===== src/rtl/pcc_pkg.sv =====
package pcc_pkg;

  typedef enum logic [2:0] {
    ST_RUN    = 3'd0,
    ST_GAP    = 3'd1,
    ST_SLOW   = 3'd2,
    ST_IDLE   = 3'd3,
    ST_SLEEP  = 3'd4,
    ST_WK_PWR = 3'd5,
    ST_WK_PLL = 3'd6,
    ST_WK_RST = 3'd7
  } pcc_state_e;

  typedef struct packed {
    logic clk_sel;
    logic core_en;
    logic pwr_en;
    logic pll_en;
    logic restore;
    logic units_on;
  } pcc_ctl_t;

endpackage


===== src/rtl/pcc_lock_qual.sv =====
module pcc_lock_qual #(
  parameter int LOCK_CYCLES = 4
) (
  input  logic clk_i,
  input  logic rst_ni,
  input  logic pll_en_i,
  input  logic pll_lock_i,
  output logic locked_o
);
  localparam int CW = $clog2(LOCK_CYCLES + 1);
  localparam logic [CW-1:0] FULL = CW'(LOCK_CYCLES);

  logic [CW-1:0] cnt_q;

  // Consecutive-cycle lock counter; any drop restarts it
  always_ff @(posedge clk_i or negedge rst_ni) begin
    if (!rst_ni)                     cnt_q <= '0;
    else if (!pll_en_i || !pll_lock_i) cnt_q <= '0;
    else if (cnt_q != FULL)          cnt_q <= cnt_q + 1'b1;
  end

  assign locked_o = (cnt_q == FULL);
endmodule


===== src/rtl/pcc_fsm.sv =====
module pcc_fsm
  import pcc_pkg::*;
(
  input  logic     clk_i,
  input  logic     rst_ni,
  input  logic     idle_req_i,
  input  logic     sleep_req_i,
  input  logic     wake_i,
  input  logic     miss_pend_i,
  input  logic     locked_i,
  input  logic     restore_done_i,
  output pcc_ctl_t ctl_o
);
  pcc_state_e st_q, st_d;
  logic to_slow_q, to_slow_d;
  logic slp_pend_q, slp_pend_d;
  logic slp_any;

  assign slp_any = sleep_req_i | slp_pend_q;

  always_comb begin
    st_d      = st_q;
    to_slow_d = to_slow_q;
    unique case (st_q)
      ST_RUN: begin
        // miss first, then sleep, then idle
        if (miss_pend_i) begin
          st_d      = ST_GAP;
          to_slow_d = 1'b1;
        end else if (slp_any) begin
          st_d = ST_SLEEP;
        end else if (idle_req_i) begin
          st_d = ST_IDLE;
        end
      end
      ST_GAP:   st_d = to_slow_q ? ST_SLOW : ST_RUN;
      ST_SLOW: begin
        if (!miss_pend_i) begin
          if (slp_any) begin
            st_d = ST_SLEEP;
          end else begin
            st_d      = ST_GAP;
            to_slow_d = 1'b0;
          end
        end
      end
      ST_IDLE: begin
        if (wake_i)           st_d = ST_RUN;
        else if (sleep_req_i) st_d = ST_SLEEP;
      end
      ST_SLEEP:  if (wake_i) st_d = ST_WK_PWR;
      ST_WK_PWR: st_d = ST_WK_PLL;
      ST_WK_PLL: if (locked_i) st_d = ST_WK_RST;
      ST_WK_RST: if (restore_done_i) st_d = ST_RUN;
      default:   st_d = ST_RUN;
    endcase
  end

  // sleep requests seen during a miss are held
  always_comb begin
    slp_pend_d = slp_pend_q;
    if (st_q == ST_SLEEP)
      slp_pend_d = 1'b0;
    else if ((st_q == ST_GAP || st_q == ST_SLOW) && sleep_req_i)
      slp_pend_d = 1'b1;
  end

  always_ff @(posedge clk_i or negedge rst_ni) begin
    if (!rst_ni) begin
      st_q       <= ST_RUN;
      to_slow_q  <= 1'b0;
      slp_pend_q <= 1'b0;
    end else begin
      st_q       <= st_d;
      to_slow_q  <= to_slow_d;
      slp_pend_q <= slp_pend_d;
    end
  end

  always_comb begin
    ctl_o = '{clk_sel: 1'b0, core_en: 1'b0, pwr_en: 1'b1,
              pll_en: 1'b1, restore: 1'b0, units_on: 1'b0};
    unique case (st_q)
      ST_RUN:    begin ctl_o.core_en = 1'b1; ctl_o.units_on = 1'b1; end
      ST_GAP:    ctl_o.clk_sel = ~to_slow_q;
      ST_SLOW:   begin ctl_o.clk_sel = 1'b1; ctl_o.core_en = 1'b1; ctl_o.units_on = 1'b1; end
      ST_IDLE:   ;
      ST_SLEEP:  begin ctl_o.pwr_en = 1'b0; ctl_o.pll_en = 1'b0; end
      ST_WK_PWR: ctl_o.pll_en = 1'b0;
      ST_WK_PLL: ;
      ST_WK_RST: begin ctl_o.core_en = 1'b1; ctl_o.restore = 1'b1; end
      default:   ;
    endcase
  end
endmodule


===== src/rtl/pcc_unit_gate.sv =====
module pcc_unit_gate #(
  parameter int NUM_UNITS = 4
) (
  input  logic                 units_on_i,
  input  logic [NUM_UNITS-1:0] act_i,
  output logic [NUM_UNITS-1:0] en_o
);
  for (genvar u = 0; u < NUM_UNITS; u++) begin : g_unit
    assign en_o[u] = units_on_i & act_i[u];
  end
endmodule


===== src/rtl/pwr_clk_ctrl.sv =====
module pwr_clk_ctrl
  import pcc_pkg::*;
#(
  parameter int NUM_UNITS   = 4,
  parameter int LOCK_CYCLES = 4
) (
  input  logic                 clk_i,
  input  logic                 rst_ni,
  input  logic                 idle_req_i,
  input  logic                 sleep_req_i,
  input  logic                 wake_i,
  input  logic                 miss_pend_i,
  input  logic                 pll_lock_i,
  input  logic                 restore_done_i,
  input  logic [NUM_UNITS-1:0] unit_act_i,
  output logic                 clk_sel_o,
  output logic                 core_clk_en_o,
  output logic [NUM_UNITS-1:0] unit_clk_en_o,
  output logic                 core_pwr_en_o,
  output logic                 pll_en_o,
  output logic                 restore_req_o
);
  pcc_ctl_t ctl;
  logic     locked;

  pcc_lock_qual #(.LOCK_CYCLES(LOCK_CYCLES)) u_lock (
    .clk_i, .rst_ni, .pll_en_i(ctl.pll_en), .pll_lock_i, .locked_o(locked)
  );

  pcc_fsm u_fsm (
    .clk_i, .rst_ni, .idle_req_i, .sleep_req_i, .wake_i, .miss_pend_i,
    .locked_i(locked), .restore_done_i, .ctl_o(ctl)
  );

  pcc_unit_gate #(.NUM_UNITS(NUM_UNITS)) u_gate (
    .units_on_i(ctl.units_on), .act_i(unit_act_i), .en_o(unit_clk_en_o)
  );

  assign clk_sel_o     = ctl.clk_sel;
  assign core_clk_en_o = ctl.core_en;
  assign core_pwr_en_o = ctl.pwr_en;
  assign pll_en_o      = ctl.pll_en;
  assign restore_req_o = ctl.restore;
endmodule


===== config.mk =====
export PLATFORM = sky130hd
export DESIGN_NAME = pwr_clk_ctrl
export DESIGN_NICKNAME = d
export VERILOG_FILES = /design/src/rtl/pcc_pkg.sv /design/src/rtl/pcc_lock_qual.sv /design/src/rtl/pcc_fsm.sv /design/src/rtl/pcc_unit_gate.sv /design/src/rtl/pwr_clk_ctrl.sv
export SDC_FILE = /design/constraint.sdc
export NUM_CORES = 1
export LEC_CHECK = 0
export BUFFER_PORTS_ARGS = -buffer_cell sky130_fd_sc_hd__buf_2
export CAP_MARGIN = 20
export CORE_AREA = 2 2 39 41
export CTS_CLUSTER_SIZE = 8
export DETAILED_ROUTE_END_ITERATION = 12
export DIE_AREA = 0 0 41 43
export GPL_TIMING_DRIVEN = 0
export PLACE_DENSITY = 0.69
export REMOVE_ABC_BUFFERS = 1
export SYNTH_ARGS = -nofsm -noshare
export SYNTH_HDL_FRONTEND = slang
export SYNTH_SLANG_ARGS = --single-unit

===== constraint.sdc =====
create_clock -name clk_i -period 3.35 [get_ports clk_i]
set_clock_uncertainty 0.2 [all_clocks]
set_input_delay 0.67 -clock clk_i [delete_from_list [all_inputs] [get_ports clk_i]]
set_output_delay 0.67 -clock clk_i [all_outputs]
set_load 0.05 [all_outputs]

=== Word-level counts from Yosys, hierarchy flattened ===
Cells that the tools add are included.

* Register bits after elaboration: 8
* Input bits: 12

* $add $sub $neg: 1
* Eq/ne operators: 17
* Muxes and demuxes: 26
* Bitwise operators: 6
* Reductions and logical operators: 13

{| class="wikitable"
|+ Operator list
! kind !! count
|-
| two-way mux 3 bit || 12
|-
| case mux 3 bit (8 select lines) || 1
|-
| == test 3 bit (second input constant) || 5
|-
| != test 2 bit (second input constant) || 6
|-
| two-way mux 1 bit || 10
|-
| == test 3 x 2 -> 1 bit (second input constant) || 2
|-
| != test 3 bit (second input constant) || 2
|-
| AND reduction 6 bit || 1
|-
| nonzero test 2 bit || 3
|-
| AND 1 bit || 4
|-
| != test 4 x 3 -> 1 bit (second input constant) || 1
|-
| case mux 1 bit (2 select lines) || 2
|-
| AND reduction 4 bit || 1
|-
| OR reduction 2 bit || 2
|-
| adder 3 x 1 -> 3 bit (second input constant) || 1
|-
| == test 3 x 1 -> 1 bit (second input constant) || 1
|-
| logical NOT 3 bit || 1
|-
| OR reduction 3 bit || 1
|-
| logical OR 1 bit || 2
|-
| two-way mux 2 bit || 1
|-
| logical AND 1 bit || 1
|-
| logical NOT 1 bit || 1
|-
| NOT 1 bit || 1
|-
| OR 1 bit || 1
|}

=== Longest topological paths before layout ===
* Depth in word-level cells: 5
* Gate-level depth with buffers: 6
* Gate-level depth less buffers: 6

=== Cells and area by module ===
Synthesis repeated with hierarchy kept, for this count alone.

* Cells, all modules: 77
* Area, all modules: 670.6 µm²

{| class="wikitable"
|+ By module, submodules not included
! module !! times used !! cells an instance !! area an instance (µm²)
|-
| pcc_fsm || 1 || 55 || 465.4
|-
| pcc_lock_qual || 1 || 18 || 180.2
|-
| pcc_unit_gate || 1 || 4 || 25.0
|}

=== Worst setup path before layout ===
Ideal clock, no wire load.

* Path type: register to output
* Start point: register u_fsm.st_q[2]
* End point: output port core_clk_en_o
* Arrival: 1.599 ns
* Path slack: 0.881 ns
* Stages on the path, launching flop included: 4
* Path buffers: 1
* Path through: dfrtp_1 -> clkbuf_1 -> and3_1 -> or2_1

* Word-level cells in the longest chain between the ends: 3
* Elaborated cells on any way between the ends: 5
* Classes of those cells: eq/ne (2); mux (1); reduce/logical (2)

{| class="wikitable"
|+ Ends and longest elaborated chain
! what !! line !! text
|-
| start: declaration || pcc_fsm.sv:14 || <nowiki>pcc_state_e st_q, st_d;</nowiki>
|-
| start signal: assignment || pcc_fsm.sv:74 || <nowiki>st_q <= st_d;</nowiki>
|-
| == test 3 bit (tied with other cells) || pcc_fsm.sv:83 || <nowiki>unique case (st_q)</nowiki>
|-
| OR reduction 3 bit (no source line) (*) || -- ||
|-
| two-way mux 1 bit (*) || pcc_fsm.sv:83 ||
|-
| end: declaration || pwr_clk_ctrl.sv:17 || <nowiki>output logic core_clk_en_o,</nowiki>
|}

Every way passes the cells marked *; elsewhere a longest branch is shown, timed or not.

=== Final worst setup path ===
* Start point: register u_fsm.st_q[0]
* End point: output port unit_clk_en_o[1]

* Word-level cells in the longest chain between the ends: 4
* Elaborated cells on any way between the ends: 5
* Classes of those cells: eq/ne (1); mux (1); bitwise (1); reduce/logical (2)

{| class="wikitable"
|+ Ends and longest elaborated chain
! what !! line !! text
|-
| == test 3 x 2 -> 1 bit / logical NOT 3 bit (equally long branches) || pcc_fsm.sv:83 ||
|-
| OR reduction 2 bit (no source line) (*) || -- ||
|-
| two-way mux 1 bit (*) || pcc_fsm.sv:83 ||
|-
| AND 1 bit (*) || pcc_unit_gate.sv:9 || <nowiki>assign en_o[u] = units_on_i & act_i[u];</nowiki>
|-
| end: declaration || pwr_clk_ctrl.sv:18 || <nowiki>output logic [NUM_UNITS-1:0] unit_clk_en_o,</nowiki>
|}

Marked as above.

==> metrics.cfg <==
[synth]
synth_most_common_cell = a21oi_1
yosysTopAreaCell = dfrtp_1
synthCells = 75
synthesis.area_sq_um = 579
yosysWarnings = 0
ys_ff_latch = 8
synth-edff-count = 0
ys_top_cells_by_count = a21oi_1 (9), dfrtp_1 (8), nand2_1 (8), nor2_1 (8)
ys_dominant_reg_cell = dfrtp_1
ys_top_cells_by_area = dfrtp_1 (35%), a21oi_1 (7.8%), nand2_1 (5.2%)
synth_top_area_frac = 0.346
synthArstFlopShare = 1.00
ys_seq_area_frac = 0.346
syn_avg_cell_area_sq_um = 7.72
synth.distinct_cells = 28

[placed_design]
place_congestion = 0.746
io_buffers = 20
dp_hpwl_microns = 1040

[clocking]
cts_tree = built
cts_setup_buffers = 0
htree_levels = 1
clock_sink_count = 8
clk_latency_ps = 250
cts_made_buffers = 3
cts_resized = 0
cts_max_path_buffers = 2
postCtsHoldBufs = 0
cts-root-buf = clkbuf_4
clk_pin_slew_ps = 50

[power]
p_leak_nw = 0.347
power_per_cell_area_mw_per_mm2 = 1060
p_total_mw = 0.750
ir_drop_mv = 0.462

[sta]
setup_viol_count_final = 0
hold_violations = 0
finalCritPeriodShare = 0.746
fmax_mhz = 400
slew_viol_final = 0
rsz0062_at_grt = no
fin_crit_ps = 2500
maxSlewHeadroom = 0.674
finalSetupTns_ps = 0
tightest_slew_ps = 490
holdWs_ps = 52.6

[worst_setup_path]
startpoint_type = flip-flop
crit_type = flip-flop to output pin
path_max_fanout = 17
end_kind = output pin
r2r_start = u_fsm.st_q[0]
worstPathRequired_ps = 2480
r2r-end = u_fsm.st_q[0]
arrival_ps = 1630
r2r_setup_slack_ps = 1300
r2r_cells = 4

[global_routing]
grtUsageTotal = 0.198
globalRouteOverflowTotal = 0
grt_max_degree = 18
first_global_vias = 576
antenna_found_initial = 0
grt_pass1_wl_microns = 2340

[detailed_routing]
drt-total-wl_microns = 1330
drc = 0
drt_iter0_markers = 8
post_drt_wl_per_cell_microns = 12.0
firstDrtPassIters = 2
num_vias = 607
via_per_inst = 5.47
postRouteAntennaNets = 0

[hold_path]
worstHoldPathType = input pin to asynchronous set/reset pin

[die]
row_count = 14
die_w_microns = 41
ios = 21
initial_core_util = 0.419
die_area_sq_mm = 0.00176
fp.dieH_microns = 43
coreArea_sq_mm = 0.00138

[finish]
drive_gt1_frac = 0.274
num-nets-final = 111
fin_util = 0.513
n_antenna_cell = 0
syn2layout_area_growth_pct = 22.5

[run_status]
status = finished, final reports clean

[run]
drv_cap = 0

## power by group
part,switching (mW),internal (mW)
Clock,0.0311,0.0409
Sequential,0.0873,0.135
Combinational,0.293,0.162
Total,0.412,0.338
## metal layers
layer | part of all wire | track usage | wire length [microns] | up-vias
met1 | 0.44 | 0.240 | 581 | 290
li1 | - | - | - | 303
met2 | 0.52 | 0.309 | 691 | 12
met3 | 0.032 | 0.0157 | 43 | 2
met4 | 0.013 | 0.140 | 17 | 0
met5 | 0 | 0 | 0 | -
## state kept, by name, indices dropped and copies added, names as in the netlist
signal	cells
u_fsm.slp_pend_q	1
u_fsm.st_q	3
u_lock.cnt_q	3
u_fsm.to_slow_q	1
## cells in the final DEF, fill, tap and decap left out
master,n
nand2_1,8
or3b_1,1
a21oi_1,9
nand3_1,4
a211o_1,1
o22a_1,1
a31oi_1,1
a22oi_1,1
or2_1,2
o2111ai_1,1
clkbuf_4,3
nor2b_1,1
or2_2,1
mux2_4,1
o21ai_0,1
nor2_1,8
xnor2_1,1
o22ai_1,1
o21ai_1,2
and3_1,1
ha_1,2
buf_2,20
o211ai_2,1
inv_1,4
nand2b_1,3
dfrtp_1,8
nor3_1,4
and2_1,4
## per-stage QoR
step | setup WS, ps | cells | cell area, sq um
finish | 851 | 111 | 709
global route | 659 | 111 | 709
detailed placement | 1140 | 108 | 687
CTS | 854 | 111 | 709
global placement | 1160 | 108 | 687
floorplan | 967 | 72 | 567
## worst max-delay path: stages (launching register included)
cell and delay [ps]:
dfrtp_1 550, nor2_1 390, and2_1 180, buf_2 260
## worst max path at each step
stage / slack [ps] / cells past startpoint / endpoint / from
2_1_floorplan: 970 / 2 / core_clk_en_o / u_fsm.st_q[0]
3_3_place_gp: 1160 / 3 / unit_clk_en_o[3] / u_fsm.st_q[0]
3_5_place_dp: 1140 / 3 / unit_clk_en_o[1] / u_fsm.st_q[0]
4_1_cts: 850 / 3 / unit_clk_en_o[1] / u_fsm.st_q[0]
5_1_grt: 660 / 3 / unit_clk_en_o[2] / u_fsm.st_q[0]
6_report: 850 / 3 / unit_clk_en_o[1] / u_fsm.st_q[0]
## logic make-up after synthesis
kind of cell,share of synthesized area
AOI/OAI and AO/OA,0.205
xor gates and xnor gates,0.0151
adders and majority gates,0.0432
buffers and inverters,0.0475
DFF,0.346
muxes,0.0259
and+or+nand+nor,0.318
## cell type report
type                            count  area, sq um
Multi-Input combinational cell     60          352
Fill cell                         146          674
Tap cell                           16         20.0
Timing Repair Buffer               20          100
Clock buffer                        3         22.5
Inverter                            4         15.0
Sequential cell                     8          200
Power figures use the tool's default switching activity.
